===== src/rtl/sample_strobe_seq.sv =====
module sample_strobe_seq #(
  parameter int GROUPS = 8
) (
  input  logic                  clk,
  input  logic                  rst_n,
  input  logic                  line_rst,
  input  logic                  inh,
  input  logic                  dir,
  input  logic                  mode,
  input  logic                  start_l,
  input  logic                  start_r,
  input  logic [2:0]            ck,
  output logic [3*GROUPS-1:0]   strobe,
  output logic                  carry
);
  localparam int NCH = 3;

  logic [GROUPS-1:0] tok;
  logic [2:0]        ckq;
  logic              sel_q, pend, armed;
  logic [1:0]        rcnt;
  logic [2:0]        icnt;

  wire sel     = dir ? start_r : start_l;
  wire adv     = ck[0] & ~ckq[0];
  wire rst_ok  = line_rst & (rcnt >= 2'd2);
  wire inh_ok  = inh & (icnt >= 3'd4);
  wire at_end  = dir ? tok[0] : tok[GROUPS-1];
  wire launch  = sel & ~sel_q & armed & ~inh & ~pend & ~(|tok);

  wire [GROUPS-1:0] shifted = dir ? {1'b0, tok[GROUPS-1:1]} : {tok[GROUPS-2:0], 1'b0};
  wire [GROUPS-1:0] entry   = dir ? {1'b1, {(GROUPS-1){1'b0}}} : {{(GROUPS-1){1'b0}}, 1'b1};

  always_ff @(posedge clk or negedge rst_n) begin
    if (!rst_n) begin
      tok   <= '0;
      ckq   <= '0;
      sel_q <= 1'b0;
      pend  <= 1'b0;
      armed <= 1'b0;
      carry <= 1'b0;
      rcnt  <= '0;
      icnt  <= '0;
    end else begin
      ckq   <= ck;
      sel_q <= sel;
      rcnt  <= line_rst ? ((rcnt == 2'd3) ? rcnt : rcnt + 2'd1) : 2'd0;
      icnt  <= inh ? ((icnt == 3'd7) ? icnt : icnt + 3'd1) : 3'd0;
      if (rst_ok) begin
        tok   <= '0;
        pend  <= 1'b0;
        armed <= 1'b0;
        carry <= 1'b0;
      end else if (inh_ok) begin
        tok   <= '0;
        pend  <= 1'b0;
        armed <= 1'b1;
        carry <= 1'b0;
      end else begin
        carry <= adv & at_end;
        if (adv) tok <= pend ? entry : shifted;
        if (adv && pend) pend <= 1'b0;
        else if (launch) pend <= 1'b1;
      end
    end
  end

  for (genvar g = 0; g < GROUPS; g++) begin : g_grp
    for (genvar c = 0; c < NCH; c++) begin : g_ch
      assign strobe[NCH*g+c] = tok[g] & ~inh & (~mode | ckq[c]);
    end
    AST_STRIPE_GANG: assert property (@(posedge clk) disable iff (!rst_n)
      !mode |-> (strobe[NCH*g] == strobe[NCH*g+1]) && (strobe[NCH*g] == strobe[NCH*g+2]));
  end

  AST_ONE_TOKEN: assert property (@(posedge clk) disable iff (!rst_n)
    $onehot0(tok));
  AST_UNARMED_QUIET: assert property (@(posedge clk) disable iff (!rst_n)
    !armed |-> strobe == '0);
  AST_ARM_NEEDS_INH: assert property (@(posedge clk) disable iff (!rst_n)
    $rose(armed) |-> $past(inh,1) && $past(inh,2) && $past(inh,3) && $past(inh,4) && $past(inh,5));
  AST_CARRY_SINGLE: assert property (@(posedge clk) disable iff (!rst_n)
    carry |=> !carry);
  AST_CARRY_EMPTY: assert property (@(posedge clk) disable iff (!rst_n)
    carry |-> tok == '0);
endmodule


===== config.mk =====
export PLATFORM = sky130hd
export DESIGN_NAME = sample_strobe_seq
export DESIGN_NICKNAME = d
export VERILOG_FILES = /design/src/rtl/sample_strobe_seq.sv
export SDC_FILE = /design/constraint.sdc
export NUM_CORES = 1
export LEC_CHECK = 0
export BUFFER_PORTS_ARGS = -buffer_cell sky130_fd_sc_hd__buf_4
export CAP_MARGIN = 20
export CELL_PAD_IN_SITES_DETAIL_PLACEMENT = 1
export CELL_PAD_IN_SITES_GLOBAL_PLACEMENT = 1
export CORE_MARGIN = 3
export CORE_UTILIZATION = 37
export DETAILED_ROUTE_END_ITERATION = 8
export PLACE_DENSITY_LB_ADDON = 0.25
export SLEW_MARGIN = 20
export SYNTH_ARGS = -nofsm -noshare
export SYNTH_HDL_FRONTEND = slang
export SYNTH_SLANG_ARGS = --single-unit

===== constraint.sdc =====
create_clock -name clk -period 1.4 [get_ports clk]
set_input_delay 0.35 -clock clk [delete_from_list [all_inputs] [get_ports clk]]
set_output_delay 0.35 -clock clk [all_outputs]
set_load 0.1 [all_outputs]

==> summary.txt, run 1 <==
Synth
  • Ys flop type: dfrtp_1
  • Top cells by area, synth: dfrtp_1 (46%), mux2i_1 (9.2%), nor2_1 (8.7%)
  • Count leader, synth: nor2_1
  • Yosys top cell by area: dfrtp_1
  • Asr flop ratio synth: 100%
  • Cells after synthesis: 107
  • Post-synth EDFFs: 0
  • Sequential share of the synthesized area: 46.2%
  • Post-synth top cells: nor2_1 (25), dfrtp_1 (20), mux2i_1 (10)
  • Top-area cell type share of the netlist area: 46.2%
  • Post-Syn Nets: 121
  • Synth Warn #: 0
  • Syn Std Cell Area: 1080 sq um
  • Distinct cell type count after synthesis: 23
  • Mean Syn Cell Area: 10.1 sq um
  • #FFs+latches synth: 20

Placed design
  • DP Wirelength: 2.59 mm
  • Input/output buffers: 35
  • Final GP Congestion: 0.763
  • Post-DP Area: 1660 sq um

Die
  • Height of the die: 60.1 um
  • Row count: 18
  • Initial Util: 41.1%
  • Die Wd: 60.1 um
  • I/O pins: 36

Clock tree
  • Post-CTS sizing: 75
  • CTS Hold Bufs: 1
  • Number of CTS-inserted buffers: 3
  • Clock sink count: 20
  • Root Buffer: clkbuf_4
  • H-tree Lvls: 1
  • Clk buf depth: 2
  • Setup bufs post-CTS: 5

Run status
  • Status: stopped before the end
  • Halt Stage: clock tree synthesis
  • First Err: [ERROR DPL-0033] detailed placement checks failed during check placement.
[kinds of logic after synthesis]
kind of cell | after synthesis | share of synthesized area [%]
and+or+nand+nor | 50 | 23.9
adders and majority gates | 3 | 3.47
AOI/OAI and AO/OA | 15 | 11.3
DFF | 20 | 46.2
xor gates and xnor gates | 2 | 1.62
buffers and inverters | 5 | 2.08
muxes | 12 | 11.3
[stage by stage]
| stage | cells | setup TNS [ns] | util, % | worst slack (ns) |
|---|---|---|---|---|
| floorplan | 107 | -2.25 | - | -0.105 |
| global placement | 173 | -2.77 | 62.9 | -0.136 |
| detailed placement | 173 | -3.76 | 62.9 | -0.180 |
==> run 2, diff against run 1 <==
Settings changed: CELL_PAD_IN_SITES_DETAIL_PLACEMENT 1 to unset, CELL_PAD_IN_SITES_GLOBAL_PLACEMENT 1 to unset, CORE_AREA set to 3 3 64 66, CORE_MARGIN 3 to unset, CORE_UTILIZATION 37 to unset, DIE_AREA set to 0 0 67 69, PLACE_DENSITY_LB_ADDON 0.25 to 0.15.
==> run 2 against run 1 <==
Compared with the run above:
- the flow now finishes, with violations (negative setup slack)
- synthesized area unchanged
- synthesized cell count unchanged
==> summary.txt, run 2 <==
Synth
  • Mean Syn Cell Area: 10.1 sq um (unchanged)
  • Cells after synthesis: 107 (unchanged)
  • Post-synth top cells: nor2_1 (25), dfrtp_1 (20), mux2i_1 (10)
  • Count leader, synth: nor2_1
  • Ys flop type: dfrtp_1
  • Post-synth EDFFs: 0 (unchanged)
  • Post-Syn Nets: 121 (unchanged)
  • Asr flop ratio synth: 100% (unchanged)
  • Syn Std Cell Area: 1080 sq um (unchanged)
  • Distinct cell type count after synthesis: 23 (unchanged)
  • Top-area cell type share of the netlist area: 46.2% (unchanged)
  • Yosys top cell by area: dfrtp_1
  • Top cells by area, synth: dfrtp_1 (46%), mux2i_1 (9.2%), nor2_1 (8.7%)
  • Synth Warn #: 0 (unchanged)
  • Sequential share of the synthesized area: 46.2% (unchanged)
  • #FFs+latches synth: 20 (unchanged)

Clock tree
  • H-tree Lvls: 1 (unchanged)
  • CTS tree: yes
  • Clk_lat worst skew: 0.26 ns
  • Number of CTS-inserted buffers: 3 (unchanged)
  • Clock sink count: 20 (unchanged)
  • CTS clk-pin slew, worst paths: 0.08 ns
  • Clk buf depth: 2 (unchanged)
  • Root Buffer: clkbuf_8

Power and ir drop
  • PwrDens: 917 nW/um^2
  • Clk pwr share: 29.1%
  • P_sw: 658 uW
  • Gate power share: 34.8%
  • Power Total: 1.98 mW
  • Static Leak: 0.873 nW
  • Reg power frac: 36.0%
  • Switching share of power: 33.2%
  • Maximum vdd drop: 0.551 mV
  • Int Power: 1.32 mW

Final layout
  • Register area: 504 sq um
  • Ant diodes: 0
  • Layout area overhead: 99.7%
  • Most common cell after layout, fill and taps aside: buf_12
  • Max reg flops: 8
  • Fillers: 278
  • Final #Nets: 170
  • Regs by FF count: tok x8, ckq x3, icnt x3
  • Biggest register: tok
  • Area of the multi-input gates: 813 sq um
  • Commonest non-fill, non-tap cells in the layout: buf_12 (27), nor2_4 (25), buf_4 (20)
  • Layout cell share with drive strength beyond 1: 61.9%

Route
  • Drt total wl: 3.01 mm
  • DR vias: 952
  • Routed WL per cell: 14.8 um
  • Drt initial violations: 12
  • Detailed Routing Iterations Pass 1: 3
  • Drt drc: 0
  • Vias/cell: 4.69
  • Final ANT Viol Nets: 0

Worst setup path
  • Worst path most repeated cell: buf_12
  • Worst r2r src: tok[3]
  • Delay-heaviest family, CP: flip-flops
  • CP Class: reg2out
  • Buf/Inv on CP: 2
  • Setup crit start kind: register
  • Critical path arrival: 1.18 ns
  • Slowest cell delay on critical path: 0.41 ns
  • Critical path startpoint: ckq[0]
  • Crit end category: primary output
  • Slowest stage cell, crit path: dfrtp_1
  • Critical Path, Cell by Cell: nor2b_4, buf_12, nor2_4, buf_12
  • Crit path max fanout: 6
  • Critical Path RT: 1.05 ns

Die
  • Core area: 3630 sq um
  • Row count: 22 (+4)
  • Initial Util: 29.8% (-11 points)
  • Height of the die: 69 um (+15%)
  • Die area: 4620 sq um
  • Die Wd: 67 um (+12%)
  • I/O pins: 36 (unchanged)

Timing
  • Max_slew headroom: 78.6%
  • Slew at the pin with the worst max-slew slack: 0.318 ns
  • Tmin final: 1.53 ns
  • Final Hold Viols: 0
  • Final setup viols: 24
  • Worst Clk Skew: 0.00283 ns
  • Post-route setup TNS: -2.89 ns
  • Max-slew violation count: 0
  • F_max: 652 MHz
  • Fin crit share: 110%
  • Post-layout worst setup margin: -0.135 ns
  • Unrepaired setup endpoints after global routing: true

Run status
  • Status: complete, but fails checks
  • Failing checks: negative setup slack

GRT
  • Antenna violations before repair: 0
  • GRT overflow: 0
  • Pin count of the biggest net entering global routing: 21
  • First-pass GRT wire length: 5.08 mm
  • GRT Total Usage: 14.0%
  • Vias in the first global route: 989

Min path
  • Hold path start: ck[1]
  • Hold Path Class: in2reg

Placed design
  • Input/output buffers: 35 (unchanged)
  • Final GP Congestion: 0.834 (+9.3%)
  • DP Wirelength: 2.16 mm (-16%)

Flow run
  • MaxCap Viol Count: 0
run 2: cell counts after synthesis:
Identical to the previous run, type by type.
run 2: cell families after synthesis:
| group | synth area share [%] |
|---|---|
| simple gates | 23.9 |
| flops | 46.2 |
| fa+ha+maj | 3.47 |
| compound gates | 11.3 |
| xor+xnor | 1.62 |
| mux | 11.3 |
| buf+inv | 2.08 |
run 2: path summary, 6_finish.rpt:
check	to	slack (ns)	cells after the start
setup / recovery	strobe[3]	-0.13	4
min in group asynchronous	sel_q	0.50	2
max in group asynchronous	tok[5]	0.67	2
setup reg to reg	pend	0.09	4
hold reg to reg	armed	0.54	1
hold / removal	ckq[1]	0.20	1
run 2: layer usage:
metal / share of wire (%) / vias up / global-route usage (%)
met2: 52 / 29 / 23.5
met3: 4.9 / 2 / 1.63
met1: 43 / 455 / 18.4
met5: 0 / - / 0
met4: 0.53 / 0 / 4.05
li1: - / 466 / -
run 2: per-stage QoR:
stage	instances	hold slack (ns)	setup WS (ns)	util (%)	area, sq um
3_5_place_dp	193	0.249	-0.174	46.7	1700
6_report	203	0.196	-0.135	59.5	2160
3_3_place_gp	193	0.242	-0.139	46.7	1700
5_1_grt	203	0.181	-0.182	59.5	2160
2_1_floorplan	107	0.0544	-0.105	-	1420
4_1_cts	203	0.191	-0.130	59.2	2150
run 2: final cells by class:
type,instances,share of cell area (%)
timing repair buffer,49,32.9
tap,48,2.78
clock buffer,3,1.91
clock inverter,1,1.39
sequential,20,23.3
multi-input combinational,82,37.6
run 2: timing repair:
action                     4_1_cts  5_1_grt
setup buffers                    5        0
hold buffers                     1        0
hold endpoints to repair        20        0
setup endpoints to repair       24       29
resized for setup               74        3
pin swaps                        3        6
run 2: worst register-to-register path: cells and delay by family (launching register included):
family	cells	cell delay, ns
compound gates	2	0.34
simple gates	1	0.33
buf+inv	1	0.15
flops	1	0.40
run 2: power by group through the flow:
stage	Sequential, mW	Combinational, mW	Clock [mW]
2_1_floorplan	0.725	0.462	0
3_3_place_gp	0.720	0.585	0
3_5_place_dp	0.723	0.596	0
4_1_cts	0.715	0.692	0.590
5_1_grt	0.722	0.734	0.618
6_report	0.714	0.691	0.577
(Power assumes the default switching activity.)
==> run 3, diff against run 2 <==
==> constraint.sdc (replaced) <==
create_clock -name clk -period 1.63 [get_ports clk]
set_input_delay 0.0815 -clock clk [delete_from_list [all_inputs] [get_ports clk]]
set_output_delay 0.0815 -clock clk [all_outputs]
set_load 0.1 [all_outputs]
==> run 3 against run 2 <==
Compared with the run above:
- the run now ends clean
- utilization is 18 points lower
- combinational power fell by 39%
- clock power fell by 16%
- non-clock buffer count fell by 8
- worst setup slack better by 0.42 ns
- design area fell by 30%
- global-route usage is 2.3 points lower
- register-to-register slack improved by 0.31 ns
- sequential power is 15% lower
- largest power group unchanged
- highest routed layer unchanged
==> summary.txt, run 3 (same netlist as run 2, synthesis figures left out) <==
GRT
  • Grt met1 use: 14.5% (-3.9 points)
  • Antenna violations before repair: 0 (unchanged)
  • Gr busiest metal: met2
  • M2 GR Usage: 18.0% (-5.5 points)
  • GRT overflow: 0 (unchanged)
  • Vias in the first global route: 871 (-12%)
  • First-pass GRT wire length: 4.11 mm (-19%)
  • Pin count of the biggest net entering global routing: 21 (unchanged)
  • GRT met3 Usage: 3.58% (+2.0 points)
  • GRT Total Usage: 11.7% (-2.3 points)

Worst setup path
  • R2r endpoint: icnt[0]
  • Worst r2r src: icnt[0]
  • Critical path startpoint: tok[3]
  • Worst Setup EP: strobe[9]
  • Cells on worst reg2reg path: 4 (unchanged)
  • Crit end category: primary output
  • Crit path max fanout: 5 (-1)
  • Setup crit start kind: register
  • CP Class: reg2out
  • R2r setup slk: 0.40 ns (+0.31 ns)
  • Critical Path RT: 1.55 ns (+0.50 ns)
  • Critical path arrival: 1.26 ns (+0.08 ns)

Flow run
  • MaxCap Viol Count: 0 (unchanged)

Timing
  • Unrepaired setup endpoints after global routing: false
  • Final Hold Viols: 0 (unchanged)
  • F_max: 746 MHz
  • Fin crit share: 82.2%
  • Max-slew violation count: 0 (unchanged)
  • Post-layout worst setup margin: 0.290 ns (+0.425 ns)
  • Slew at the pin with the worst max-slew slack: 0.298 ns (-0.0197 ns)
  • Worst Clk Skew: 0.00151 ns (-0.00132 ns)
  • Tmin final: 1.34 ns
  • Max_slew headroom: 80.1% (+1.4 points)
  • Post-route setup TNS: 0 ns (+2.89 ns)
  • Final setup viols: 0 (-100%)

Placed design
  • Input/output buffers: 35 (unchanged)
  • Post-DP Area: 1400 sq um (-17%)
  • Final GP Congestion: 0.759 (-9.0%)
  • Setup WS pre-CTS: 0.412 ns (+0.585 ns)
  • DP Wirelength: 1.98 mm (-8.7%)

Final layout
  • Max reg flops: 8 (unchanged)
  • Commonest non-fill, non-tap cells in the layout: buf_4 (37), nor2_1 (23), dfrtp_1 (20)
  • Biggest register: tok
  • Ant diodes: 0 (unchanged)
  • Final #Nets: 162 (-4.7%)
  • Regs by FF count: tok x8, ckq x3, icnt x3
  • Layout cell share with drive strength beyond 1: 33.3% (-29 points)
  • Most common cell after layout, fill and taps aside: buf_4
  • Layout area overhead: 40.1%
  • Post-route cell area: 1520 sq um (-30%)

Clock tree
  • H-tree Lvls: 1 (unchanged)
  • CTS tree: yes
  • Root Buffer: clkbuf_8
  • Number of CTS-inserted buffers: 3 (unchanged)
  • Clock sink count: 20 (unchanged)
  • CTS clk-pin slew, worst paths: 0.07 ns (about the same)
  • Setup bufs post-CTS: 0 (-5)
  • Clk_lat worst skew: 0.25 ns (about the same)
  • Clk buf depth: 2 (unchanged)

Die
  • Height of the die: 69 um (unchanged)
  • Die Wd: 67 um (unchanged)
  • Initial Util: 29.8% (unchanged)
  • I/O pins: 36 (unchanged)
  • Row count: 22 (unchanged)
  • Die area: 4620 sq um (unchanged)
  • Core area: 3630 sq um (unchanged)

Run status
  • Status: completed

Power and ir drop
  • Power Total: 1.51 mW (-24%)
  • Maximum vdd drop: 0.385 mV (-30%)
  • Static Leak: 0.731 nW (-16%)
  • PwrDens: 998 nW/um^2 (+8.8%)

Route
  • Detailed Routing Iterations Pass 1: 4 (+1)
  • DR vias: 919 (-3.5%)
  • Drt drc: 0 (unchanged)
  • Final ANT Viol Nets: 0 (unchanged)
  • Routed WL per cell: 13.1 um (-12%)
  • Drt initial violations: 11 (-1)
  • Drt total wl: 2.55 mm (-15%)
  • Vias/cell: 4.71 (+0.49%)

Min path
  • Hold Path Class: in2reg
  • Hold path start: line_rst
-- run 3: changes by cell type in the layout (fill, tap and decap cells not counted), moves of 6 or more --
cell,change
nor2_1,+22
buf_12,-27
buf_4,+17
nand2b_1,+8
nand2b_4,-6
nor2_4,-24
-- run 3: layer usage --
| layer | share of wire [%] | vias up | wire length, um |
|---|---|---|---|
| met5 | 0 | - | 0 |
| met4 | 1.8 | 0 | 45 |
| met3 | 9.3 | 4 | 237 |
| met2 | 45 | 35 | 1150 |
| met1 | 44 | 430 | 1110 |
| li1 | - | 450 | - |
-- run 3: through the flow --
step,std cells,hold slack [ns],utilization (%)
after global placement,187,-0.0234,38.6
after global routing,195,0.0193,41.7
final,195,0.0283,41.7
after detailed placement,187,-0.0199,38.6
after floorplan,107,-0.214,-
after CTS,195,0.0212,41.7
-- run 3: final cells by class --
class	instances	area (sq um)
Clock inverter	1	30.0
Clock buffer	3	41.3
Fill cell	375	2120
Sequential cell	20	500
Timing Repair Buffer	41	318
Multi-Input combinational cell	82	567
Tap cell	48	60.1
-- run 3: worst min path at each step --
stage | end | slack [ns] | cells past startpoint
2_1_floorplan | armed | -0.21 | 0
3_3_place_gp | tok[2] | -0.02 | 1
3_5_place_dp | tok[2] | -0.02 | 1
4_1_cts | armed | 0.02 | 2
5_1_grt | armed | 0.02 | 2
6_report | armed | 0.03 | 2
-- run 3: what timing repair did --
item / 4_1_cts / 5_1_grt
endpoints found under the hold margin: 23 / 0
hold buffers: 4 / 0
endpoints found under the setup margin: 0 / 2
resized for setup: 0 / 1
-- run 3: critical path, stage by stage (launching register included) --
cell	delay (ns)
dfrtp_1	0.44
nand2b_1	0.15
nor2_1	0.12
buf_4	0.29
-- run 3: power breakdown --
part,internal [mW],leakage [nW],switching (mW)
registers,0.553,0.263,0.0566
clock network,0.327,0.0357,0.154
logic,0.149,0.432,0.274
==> run 4, diff against run 3 <==
Settings changed: ABC_AREA set to 1.
Clock period 1.63 ns to 1.3 ns, I/O delays scaled along.
==> run 4 against run 3 <==
Compared with the run above:
- worst setup slack lost 0.25 ns
- design area up 25%
- via count up 20%
- flip-flop and latch count unchanged
- clock power grew 29%
- first-iteration DRC count grew to 4.5 times the previous value
- non-clock buffer count grew 3
- sequential share of layout area fell by 6.4 points
- worst hold slack gained 0.037 ns
- clock skew increased by 0.0024 ns
- synthesized cell count increased by 39%
- routed wire length is 15% higher
- critical path type unchanged
- largest power group is now combinational logic
- highest routed layer unchanged
==> summary.txt, run 4 <==
Placed design
  • DP Wirelength: 2.25 mm (+14%)
  • Post-DP Area: 1580 sq um (+13%)
  • Input/output buffers: 35 (unchanged)
  • DP Cell Count: 233 (+25%)
  • Final GP Congestion: 0.798 (+5.2%)

Timing
  • Final setup viols: 0 (unchanged)
  • Fin crit share: 97.1%
  • Tmin final: 1.26 ns
  • Worst Clk Skew: 0.00396 ns (+0.00245 ns)
  • F_max: 792 MHz
  • Max_slew headroom: 81.6% (+1.6 points)
  • Final Hold Viols: 0 (unchanged)
  • Slew at the pin with the worst max-slew slack: 0.278 ns (-0.0198 ns)
  • Max-slew violation count: 0 (unchanged)
  • Unrepaired setup endpoints after global routing: true

Route
  • Vias/cell: 4.54 (-3.7%)
  • Drt initial violations: 50 (+39)
  • Drt drc: 0 (unchanged)
  • DR vias: 1,103 (+20%)
  • Drt total wl: 2.94 mm (+15%)
  • Routed WL per cell: 12.1 um (-7.4%)
  • Final ANT Viol Nets: 0 (unchanged)
  • Detailed Routing Iterations Pass 1: 4 (unchanged)

Worst setup path
  • Setup crit start kind: register
  • R2r setup slk: 0.08 ns (-0.32 ns)
  • Critical Path, Cell by Cell: nand2_1, nor2_2, buf_8
  • Cells on worst reg2reg path: 4 (unchanged)
  • Crit path max fanout: 4 (-1)
  • Slowest stage cell, crit path: dfrtp_1
  • R2r endpoint: icnt[2]
  • Buf/Inv on CP: 1 (unchanged)
  • Critical path arrival: 1.20 ns (-0.06 ns)
  • Slowest cell delay on critical path: 0.40 ns (-0.04 ns)
  • CP Class: reg2out
  • Delay-heaviest family, CP: flip-flops
  • Worst r2r src: icnt[0]
  • Critical Path RT: 1.24 ns (-0.31 ns)
  • Crit end category: primary output

GRT
  • First-pass GRT wire length: 4.85 mm (+18%)
  • Pin count of the biggest net entering global routing: 21 (unchanged)
  • GRT Total Usage: 13.2% (+1.5 points)
  • Antenna violations before repair: 0 (unchanged)
  • GRT overflow: 0 (unchanged)
  • Vias in the first global route: 1,129 (+30%)

Synth
  • Post-synth EDFFs: 0 (unchanged)
  • Distinct cell type count after synthesis: 19 (-17%)
  • Synth Warn #: 0 (unchanged)
  • Syn Std Cell Area: 1160 sq um (+7.6%)
  • Post-synth top cells: nor2_1 (47), nand2_1 (21), dfrtp_1 (20)
  • Post-Syn Nets: 163 (+35%)
  • Ys flop type: dfrtp_1
  • Cells after synthesis: 149 (+39%)
  • Sequential share of the synthesized area: 43.0% (-3.3 points)
  • Top-area cell type share of the netlist area: 43.0% (-3.3 points)
  • Top cells by area, synth: dfrtp_1 (43%), nor2_1 (15%), nand2_1 (6.8%)
  • Count leader, synth: nor2_1
  • #FFs+latches synth: 20 (unchanged)
  • Asr flop ratio synth: 100% (unchanged)
  • Yosys top cell by area: dfrtp_1
  • Mean Syn Cell Area: 7.82 sq um (-23%)

Die
  • Row count: 22 (unchanged)
  • I/O pins: 36 (unchanged)
  • Die Wd: 67 um (unchanged)
  • Core area: 3630 sq um (unchanged)
  • Die area: 4620 sq um (unchanged)
  • Initial Util: 32.1% (+2.3 points)
  • Height of the die: 69 um (unchanged)

Power and ir drop
  • Reg power frac: 35.1% (-5.2 points)
  • PwrDens: 1150 nW/um^2 (+15%)
  • Maximum vdd drop: 0.549 mV (+43%)
  • Clk pwr share: 28.5% (-3.3 points)
  • Int Power: 1.38 mW (+34%)
  • P_sw: 801 uW (+65%)
  • Gate power share: 36.4% (+8.5 points)
  • Switching share of power: 36.8% (+4.8 points)
  • Static Leak: 0.865 nW (+18%)
  • Power Total: 2.18 mW (+44%)

Flow run
  • MaxCap Viol Count: 0 (unchanged)

Clock tree
  • H-tree Lvls: 1 (unchanged)
  • Number of CTS-inserted buffers: 3 (unchanged)
  • Clock sink count: 20 (unchanged)
  • Root Buffer: clkbuf_8
  • Clk buf depth: 2 (unchanged)
  • CTS clk-pin slew, worst paths: 0.08 ns (about the same)
  • CTS tree: yes
  • Clk_lat worst skew: 0.26 ns (about the same)

Final layout
  • Fillers: 353 (-5.9%)
  • Layout area overhead: 62.6%
  • Layout cell share with drive strength beyond 1: 48.7% (+15 points)
  • Most common cell after layout, fill and taps aside: nor2_2
  • Ant diodes: 0 (unchanged)
  • Max reg flops: 8 (unchanged)
  • Biggest register: tok
  • Final std cells w/o fill: 243 (+25%)
  • Final #Nets: 210 (+30%)
  • Regs by FF count: tok x8, ckq x3, icnt x3
  • Post-route cell area: 1890 sq um (+25%)
  • Commonest non-fill, non-tap cells in the layout: nor2_2 (25), nand2_1 (21), nor2_1 (21)

Min path
  • Worst min-delay path endpoint: rcnt[0]
  • Hold Path Class: in2reg
  • Hold path depth: 3 (+1)
  • Hold path start: line_rst

Run status
  • Status: completed
[run 4: cell count changes in the layout (fill, tap and decap cells not counted), moves of 13 or more]
cell | before | now
inv_1 | 0 | 16
buf_6 | 0 | 13
buf_4 | 37 | 14
nor2_2 | 2 | 25
nand2_1 | 2 | 21
[run 4: cells by family (layout without fill, tap and decap cells)]
logic type | Yosys count | after routing | share of synthesized area [%]
flops | 20 | 20 | 43.0
buf+inv | 21 | 67 | 8.06
simple gates | 79 | 79 | 30.0
fa+ha+maj | 3 | 3 | 3.22
compound gates | 26 | 26 | 15.8
[run 4: how the worst max path moves through the flow]
stage / start / endpoint / cells past startpoint
after global routing: tok[6] / strobe[18] / 3
after floorplan: tok[2] / strobe[6] / 2
after CTS: tok[2] / strobe[6] / 3
after global placement: icnt[0] / icnt[2] / 4
final: tok[3] / strobe[9] / 3
after detailed placement: icnt[0] / icnt[2] / 4
[run 4: repair_timing]
action,in CTS,in global routing
endpoints found under the hold margin,23,0
setup buffers,0,2
setup endpoints to repair,14,25
gates resized for setup,15,35
pin swaps,0,9
hold buffers,4,0
[run 4: through the flow]
step / hold WS [ns] / worst slack, ns / utilization (%) / TNS [ns]
floorplan: -0.231 / -0.0831 / - / -1.56
global placement: -0.0438 / 0.162 / 43.5 / 0
detailed placement: -0.0404 / 0.0819 / 43.5 / 0
CTS: 0.0681 / 0.00117 / 48.0 / 0
global route: 0.0715 / -0.0225 / 52.1 / -0.0914
finish: 0.0653 / 0.0379 / 52.1 / 0
[run 4: worst register-to-register path: cells and delay by family (launching register included)]
family / cells / cell delay (ns)
adder cells (fa/ha/maj): 2 / 0.48
flip-flops: 1 / 0.41
AO/OA/AOI/OAI: 1 / 0.16
AND/OR/NAND/NOR: 1 / 0.06
[run 4: final cells by class]
cell class | instances | area, sq um | share of cell area [%]
Timing Repair Buffer | 44 | 537 | 28.3
Clock buffer | 3 | 41.3 | 2.18
Inverter | 19 | 71.3 | 3.76
Tap cell | 48 | 60.1 | 3.17
Sequential cell | 20 | 504 | 26.6
Multi-Input combinational cell | 108 | 651 | 34.3
Clock inverter | 1 | 30.0 | 1.59
[run 4: per-layer routing]
metal  vias to the layer above  GRT usage, %  part of all wire [%]
li1                        555             -                     -
met1                       502          16.4                    42
met2                        41          22.6                    50
met4                         0          4.50                   1.1
met3                         5          1.95                   6.3
met5                         -             0                     0
[run 4: power by group through the flow]
stage          Combinational [mW]  Sequential (mW)  Clock (mW)
3_5_place_dp                0.728            0.784           0
2_1_floorplan               0.562            0.780           0
6_report                    0.792            0.765       0.620
5_1_grt                     0.870            0.775       0.656
3_3_place_gp                0.714            0.781           0
4_1_cts                     0.754            0.773       0.620
